File: src/rtl/mpa_pkg.sv
package mpa_pkg;

    // Number of unordered requester pairs, one stored rank bit each.
    function automatic int pair_count(input int r);
        return (r * (r - 1)) / 2;
    endfunction

    // Flat slot of the pair (i,j), i<j, in row-major upper-triangle order.
    function automatic int pair_index(input int i, input int j, input int r);
        return i * r - (i * (i + 1)) / 2 + (j - i - 1);
    endfunction

    // Flat slot of full-matrix entry (row, col).
    function automatic int cell_index(input int row, input int col, input int r);
        return row * r + col;
    endfunction

    // Effect of an accepted grant on one stored pair bit.
    typedef enum logic [1:0] {
        PAIR_HOLD    = 2'd0,
        PAIR_LOW_WON = 2'd1,   // lower index won: it now loses the pair
        PAIR_HIGH_WON = 2'd2   // higher index won: lower index now wins the pair
    } pair_upd_e;

endpackage

File: src/rtl/mpa_rank_store.sv
module mpa_rank_store
    import mpa_pkg::*;
#(
    parameter int R = 5
) (
    input  logic           clk,
    input  logic           rst,
    input  logic           upd_en,
    input  logic [R-1:0]   winner,
    output logic [R*R-1:0] rank_mat
);

    localparam int NPAIR = pair_count(R);

    logic [NPAIR-1:0] tri_q;
    logic [NPAIR-1:0] tri_d;
    pair_upd_e        pair_op [NPAIR];

    // Classify each pair against the winner.
    always_comb begin
        for (int i = 0; i < R; i++) begin
            for (int j = i + 1; j < R; j++) begin
                if (!upd_en)
                    pair_op[pair_index(i, j, R)] = PAIR_HOLD;
                else if (winner[i])
                    pair_op[pair_index(i, j, R)] = PAIR_LOW_WON;
                else if (winner[j])
                    pair_op[pair_index(i, j, R)] = PAIR_HIGH_WON;
                else
                    pair_op[pair_index(i, j, R)] = PAIR_HOLD;
            end
        end
    end

    // Next state per pair.
    always_comb begin
        for (int p = 0; p < NPAIR; p++) begin
            unique case (pair_op[p])
                PAIR_LOW_WON:  tri_d[p] = 1'b0;
                PAIR_HIGH_WON: tri_d[p] = 1'b1;
                default:       tri_d[p] = tri_q[p];
            endcase
        end
    end

    always_ff @(posedge clk) begin
        if (rst)
            tri_q <= '1;
        else
            tri_q <= tri_d;
    end

    // Expand to the full matrix: mirror bits inverted, diagonal unused (0).
    genvar gr, gc;
    generate
        for (gr = 0; gr < R; gr++) begin : g_row
            for (gc = 0; gc < R; gc++) begin : g_col
                if (gr < gc) begin : g_upper
                    assign rank_mat[cell_index(gr, gc, R)] = tri_q[pair_index(gr, gc, R)];
                end else if (gr > gc) begin : g_lower
                    assign rank_mat[cell_index(gr, gc, R)] = ~tri_q[pair_index(gc, gr, R)];
                end else begin : g_diag
                    assign rank_mat[cell_index(gr, gc, R)] = 1'b0;
                end
            end
        end
    endgenerate

endmodule

File: src/rtl/mpa_grant_logic.sv
module mpa_grant_logic
    import mpa_pkg::*;
#(
    parameter int R = 5
) (
    input  logic [R-1:0]   req,
    input  logic [R*R-1:0] rank_mat,
    output logic [R-1:0]   grant
);

    // beats[n] : n outranks every other active requester
    logic [R-1:0] beats;

    always_comb begin
        for (int n = 0; n < R; n++) begin
            beats[n] = 1'b1;
            for (int i = 0; i < R; i++) begin
                if (i != n)
                    beats[n] = beats[n] & (~req[i] | rank_mat[cell_index(n, i, R)]);
            end
            grant[n] = req[n] & beats[n];
        end
    end

endmodule

File: src/rtl/mpa_arbiter.sv
module mpa_arbiter
    import mpa_pkg::*;
#(
    parameter int R = 5
) (
    input  logic         clk,
    input  logic         rst,
    input  logic [R-1:0] req_i,
    input  logic         accept_i,
    output logic [R-1:0] grant_o
);

    localparam int NCELL = R * R;

    logic [NCELL-1:0] rank_mat;
    logic [R-1:0]     grant;
    logic             upd_en;

    assign upd_en  = accept_i & (|grant);
    assign grant_o = grant;

    mpa_rank_store #(.R(R)) u_store (
        .clk      (clk),
        .rst      (rst),
        .upd_en   (upd_en),
        .winner   (grant),
        .rank_mat (rank_mat)
    );

    mpa_grant_logic #(.R(R)) u_grant (
        .req      (req_i),
        .rank_mat (rank_mat),
        .grant    (grant)
    );

endmodule

File: config.mk
export PLATFORM = sky130hd
export DESIGN_NAME = mpa_arbiter
export DESIGN_NICKNAME = d
export VERILOG_FILES = /design/src/rtl/mpa_pkg.sv /design/src/rtl/mpa_rank_store.sv /design/src/rtl/mpa_grant_logic.sv /design/src/rtl/mpa_arbiter.sv
export SDC_FILE = /design/constraint.sdc
export NUM_CORES = 1
export LEC_CHECK = 0
export BUFFER_PORTS_ARGS = -buffer_cell sky130_fd_sc_hd__buf_4
export CORE_MARGIN = 2
export CORE_UTILIZATION = 40
export CTS_BUF_LIST = sky130_fd_sc_hd__clkbuf_8
export DETAILED_ROUTE_END_ITERATION = 10
export PLACE_DENSITY_LB_ADDON = 0.25
export SLEW_MARGIN = 10
export SYNTH_ARGS = -nofsm -noshare
export SYNTH_HDL_FRONTEND = slang
export SYNTH_SLANG_ARGS = --single-unit
File: constraint.sdc
create_clock -name clk -period 4.35 [get_ports clk]
set_input_delay 0.87 -clock clk [delete_from_list [all_inputs] [get_ports clk]]
set_output_delay 0.87 -clock clk [all_outputs]
set_load 0.02 [all_outputs]
==> flow_summary_export.csv, run 1 <==
group,metric,value,unit
final_layout,stdcell_count,117,
final_layout,area_growth_syn_to_layout,21.1,%
setup_path,worstPathMaxFanout,5,
clock_tree,cts_setup_buffers,0,
grt,grt_pass1_vias,565,
setup_path,critPathKind,"in2out",
clock_tree,cts_sinks,10,
setup_path,worstReg2RegEnd,"u_store.tri_q[7]",
floorplan,die_w,46.9,um
synth,async_reset_ff_frac,0,
place,place_hpwl,1160,um
power_and_ir_drop,ir_worst_vdd,0.000165,V
grt,grt_use_total,0.169,
place,port_buffers,12,
setup_path,crit_start,"req_i[3]",
place,routabilityCongestion,0.861,
synth,ys_types,19,
route,wirelength,1480,um
route,dr.pass1.iters,4,
synth,syn_avg_cell_area,9.33,um2
route,drc_errors,0,
timing,timing.fmax,374,MHz
floorplan,fp.dieH,46.9,um
grt,grt_antenna_before_repair,0,
floorplan,coreArea,1730,um2
final_layout,drive_above_1_share,0.217,
synth,synth_warnings,0,
final_layout,largest_reg_flops,10,
floorplan,rows,15,
clock_tree,clk_pin_slew_worst_paths,0.04,ns
setup_path,end_kind,"primary output",
grt,grt_overflow,0,
synth,synth_seq_cells,10,
clock_tree,hold_buffers,0,
route,viasPerCell,5.03,
grt,grt_max_degree,14,
clock_tree,tritoncts,"built",
place,placedCellCount,114,
timing,worst_pin_slew,0.414,ns
final_layout,diodes,0,
timing,drv_slew,0,
min_path,min_path_type,"reg2reg",
final_layout,regArea,200,um2
synth,syn_nets,97,
floorplan,io_pins,13,
synth,synth-edff-count,0,
timing,post-route-min-period,2.67,ns
timing,slew-limit-headroom,0.724,
final_layout,fillers,165,
min_path,whs_path_depth,1,
timing,fin_crit_sh,0.614,
synth,syn_area,737,um2
clock_tree,cts_max_path_buffers,2,
setup_path,required,3.48,ns
power_and_ir_drop,p_leak,0.415,nW
setup_path,endpoint,"grant_o[1]",
synth,seq_area_frac_synth,0.272,
route,drt_iter0_drc,22,
setup_path,rrSetupSlack,2.45,ns
clock_tree,post_cts_resized,0,
clock_tree,htreeDepth,1,
final_layout,top_register,"u_store.tri_q",
route,avgRoutedWirePerCell,12.7,um
timing,finalClockSkew,0.00133,ns
timing,finalSetupViolations,0,
floorplan,initial_core_util,0.427,
job,maxCapViolCount,0,
timing,fin_setup_tns,0,ns
grt,grt_pass1_wl,2610,um
power_and_ir_drop,powerDensity,302,nW/um2
clock_tree,clk-insertion-delay-late,0.23,ns
timing,rsz0062_at_grt,"no",
synth,postSynthCellCount,79,
setup_path,r2r-start,"u_store.tri_q[8]",
final_layout,multi_input_area,510,um2
setup_path,r2r_cells,5,
synth,synth-main-ff-cell,"dfxtp_1",
clock_tree,cts_buffers,3,
final_layout,final_cell_mix,"buf_4, and2_1, nor2b_1, ha_1, dfxtp_1",
route,ant_nets,0,
setup_path,critPathLaunchType,"input pin",
final_layout,reg_top3,"u_store.tri_q (10)",
setup_path,arrival,1.80,ns
final_layout,fin_nets,112,
clock_tree,root_buffer,"clkbuf_8",
floorplan,dieArea,2200,um2
outcome,run_status,"finished clean",
route,via_count,589,
final_layout,final_common_cell,"buf_4",
timing,hold_viol_final,0,
[layout make-up]
cell class	instances	area share
multi-input cells	62	0.572
flip-flops and latches	10	0.224
repair buffers	12	0.101
clock buffers	3	0.0463
well taps	25	0.0351
inverters	5	0.0210
[critical path, stage by stage]
cell	delay, ns
buf_4	0.13
a222oi_1	0.44
and3_1	0.22
buf_4	0.14
[synth_stat cells, types with 2 or more instances]
master,instances,area share
a222oi_1,3,0.041
nand2_1,5,0.025
and2_1,10,0.085
nand2b_1,3,0.025
nor2b_1,10,0.085
inv_1,5,0.025
clkbuf_1,2,0.010
dfxtp_1,10,0.27
and3_1,4,0.034
ha_1,10,0.17
a211o_1,9,0.11
[how the worst min path moves through the flow]
stage                                start          endpoint  slack [ns]
after global placement    u_store.tri_q[9]  u_store.tri_q[9]        0.48
final                     u_store.tri_q[9]  u_store.tri_q[9]        0.48
after floorplan           u_store.tri_q[9]  u_store.tri_q[9]        0.45
after global routing      u_store.tri_q[9]  u_store.tri_q[9]        0.50
after CTS                 u_store.tri_q[9]  u_store.tri_q[9]        0.49
after detailed placement  u_store.tri_q[9]  u_store.tri_q[9]        0.47
[metal layers]
layer / share of wire / global-route usage / wire, um
met1: 0.50 / 0.233 / 735
met4: 0 / 0.0500 / 0
met5: 0 / 0 / 0
met3: 0.076 / 0.0769 / 113
met2: 0.43 / 0.238 / 632
[cell families after synthesis]
family	Yosys count	share of synthesized area
compound gates	16	0.222
buf+inv	7	0.0357
flops	10	0.272
simple gates	36	0.301
fa+ha+maj	10	0.170
[through the flow]
step	worst slack, ns	power, mW	instance area, um2	util	hold slack, ns
final	1.68	0.269	892	0.517	0.483
after global routing	1.59	0.286	892	0.517	0.499
after floorplan	1.92	0.154	737	-	0.449
after detailed placement	1.67	0.177	851	0.493	0.473
after CTS	1.67	0.272	892	0.517	0.486
after global placement	1.68	0.175	851	0.493	0.475
[power by group]
group          internal, mW  leakage [nW]  switching [mW]
logic                0.0334         0.311          0.0317
clock network        0.0604        0.0216          0.0337
registers             0.102        0.0826         0.00814
total                 0.196         0.415          0.0736
Power figures use the tool's default switching activity.
==> inputs of run 2 (changes only) <==
--- a/config.mk
+++ b/config.mk
@@ -5,6 +5,7 @@
 export SDC_FILE = /design/constraint.sdc
 export NUM_CORES = 1
 export LEC_CHECK = 0
+export ABC_AREA = 1
 export BUFFER_PORTS_ARGS = -buffer_cell sky130_fd_sc_hd__buf_4
 export CORE_MARGIN = 2
 export CORE_UTILIZATION = 40
==> constraint.sdc (replaced) <==
create_clock -name clk -period 2.75 [get_ports clk]
set_input_delay 0.55 -clock clk [delete_from_list [all_inputs] [get_ports clk]]
set_output_delay 0.55 -clock clk [all_outputs]
set_load 0.02 [all_outputs]
==> run 2 against run 1 <==
Hold slack gained 0.0067 ns. Cell count grew 27%. Setup slack lost 0.70 ns. First-iteration DRC count shrank 27%. Combinational power grew 67%. Global-route usage grew 1.9 points. Power grew 74%. Die area grew 1.5%. Clock skew grew 0.0014 ns. Critical path type unchanged. Largest cell class unchanged. Largest power group is now the clock network. Highest routed layer is now met4.
==> flow_summary_export.csv, run 2 <==
group,metric,value,unit
clock_tree,cts_max_path_buffers,2,
final_layout,final_common_cell,"inv_1",
synth,syn_nets,127,
timing,rsz0062_at_grt,"no",
clock_tree,hold_buffers,0,
clock_tree,post_cts_resized,0,
timing,slew-limit-headroom,0.838,
floorplan,die_w,47.3,um
outcome,run_status,"finished clean",
route,avgRoutedWirePerCell,10.7,um
final_layout,final_cell_mix,"inv_1, nand2_1, buf_4",
synth,syn_area,749,um2
synth,yosys.area.top_type,"dfxtp_1",
place,dp_slack,0.862,ns
grt,grt_overflow,0,
timing,timing.fmax,565,MHz
final_layout,top_register,"u_store.tri_q",
clock_tree,cts_sinks,10,
floorplan,initial_core_util,0.429,
clock_tree,tritoncts,"built",
route,viasPerCell,4.79,
synth,synth_warnings,0,
floorplan,coreArea,1750,um2
floorplan,fp.dieH,47.3,um
grt,grt_antenna_before_repair,0,
clock_tree,clk_pin_slew_worst_paths,0.05,ns
final_layout,stdcell_count,149,
setup_path,required,2.20,ns
setup_path,worstPathMaxFanout,5,
timing,drv_slew,0,
timing,hold_viol_final,0,
final_layout,area_growth_syn_to_layout,22.9,%
timing,finalSetupViolations,0,
synth,synth_seq_cells,10,
final_layout,diodes,0,
grt,grt_pass1_wl,2880,um
floorplan,rows,15,
power_and_ir_drop,power,470,uW
final_layout,drive_above_1_share,0.218,
synth,yosys.cell_count.top_type,"inv_1",
grt,grt_pass1_vias,680,
place,port_buffers,12,
place,place_hpwl,1250,um
grt,grt_max_degree,11,
place,routabilityCongestion,0.813,
final_layout,fillers,175,
floorplan,dieArea,2240,um2
power_and_ir_drop,ir_worst_vdd,0.000356,V
job,maxCapViolCount,0,
setup_path,arrival,1.22,ns
timing,whs,0.490,ns
setup_path,critPathKind,"in2out",
power_and_ir_drop,powerDensity,510,nW/um2
route,drt_iter0_drc,16,
synth,synth.top_cell.area_share,0.267,
final_layout,reg_top3,"u_store.tri_q (10)",
synth,async_reset_ff_frac,0,
clock_tree,cts_buffers,3,
timing,fin_crit_sh,0.643,
timing,fin_setup_tns,0,ns
synth,yosys-top-cells-count,"inv_1, nand2_1, o21ai_0",
route,via_count,714,
clock_tree,root_buffer,"clkbuf_8",
synth,postSynthCellCount,109,
synth,synth-edff-count,0,
route,dr.pass1.iters,4,
clock_tree,cts_setup_buffers,0,
clock_tree,clk-insertion-delay-late,0.24,ns
timing,worst_pin_slew,0.241,ns
floorplan,io_pins,13,
final_layout,fin_util,0.528,
route,drc_errors,0,
clock_tree,htreeDepth,1,
final_layout,largest_reg_flops,10,
synth,synth-main-ff-cell,"dfxtp_1",
route,ant_nets,0,
timing,fin_ws,0.981,ns
place,dpl_cell_area,866,um2
route,wirelength,1600,um
setup_path,critPathLaunchType,"input pin",
final_layout,fin_nets,143,
final_layout,final_area,921,um2
synth,syn_avg_cell_area,6.88,um2
min_path,min_path_type,"reg2reg",
synth,seq_area_frac_synth,0.267,
setup_path,end_kind,"primary output",
power_and_ir_drop,p_leak,0.470,nW
timing,finalClockSkew,0.00278,ns
grt,grt_use_total,0.188,
synth,synth_area_leaders,"dfxtp_1, ha_1, inv_1",
synth,ys_types,20,
place,placedCellCount,145,
timing,post-route-min-period,1.77,ns
[run 2: cell count changes after synthesis, moves of 4 or more]
cell,delta
inv_1,+19
nand2_1,+13
o21ai_0,+11
a21oi_1,+10
and2_1,-10
nor2b_1,-10
a211o_1,-9
nor2_1,+5
nor3_1,+5
and3_1,-4
[run 2: worst max-delay path, cell delays in order]
cell and delay, ns:
buf_4 0.13, a21oi_2 0.18, nand2_2 0.10, nor2_1 0.11, buf_4 0.15
[run 2: cell type report]
cell class / count / area, um2 / area share
multi-input cells: 73 / 450 / 0.489
flip-flops and latches: 10 / 200 / 0.217
inverters: 25 / 93.8 / 0.102
repair buffers: 12 / 90.1 / 0.0978
clock buffers: 4 / 55.1 / 0.0598
well taps: 25 / 31.3 / 0.0340
[run 2: layer usage]
metal  part of all wire  vias up  GRT usage
met4              0.013        0     0.0667
met2               0.45       16      0.300
met1               0.47      308      0.233
met3              0.063        4     0.0692
met5                  0        -          0
li1                   -      386          -
[run 2: power breakdown]
part / total [mW] / leakage (nW) / switching, mW / internal (mW)
clock network: 0.189 / 0.0288 / 0.0630 / 0.126
registers: 0.171 / 0.0825 / 0.0117 / 0.160
logic: 0.109 / 0.358 / 0.0646 / 0.0443
[run 2: final timing paths]
| check | slack (ns) | depth (start not counted) | start | end |
|---|---|---|---|---|
| setup / recovery | 0.98 | 5 | req_i[3] | grant_o[4] |
| hold / removal | 0.49 | 2 | u_store.tri_q[2] | u_store.tri_q[2] |
| setup reg to reg | 1.23 | 8 | u_store.tri_q[2] | u_store.tri_q[2] |
| hold reg to reg | 0.49 | 2 | u_store.tri_q[2] | u_store.tri_q[2] |
[run 2: cell families (layout without fill, tap and decap cells)]
logic type / count (synthesis) / after routing / synth area share
buf+inv: 26 / 41 / 0.132
fa+ha+maj: 10 / 10 / 0.167
simple gates: 36 / 36 / 0.230
flops: 10 / 10 / 0.267
compound gates: 27 / 27 / 0.204
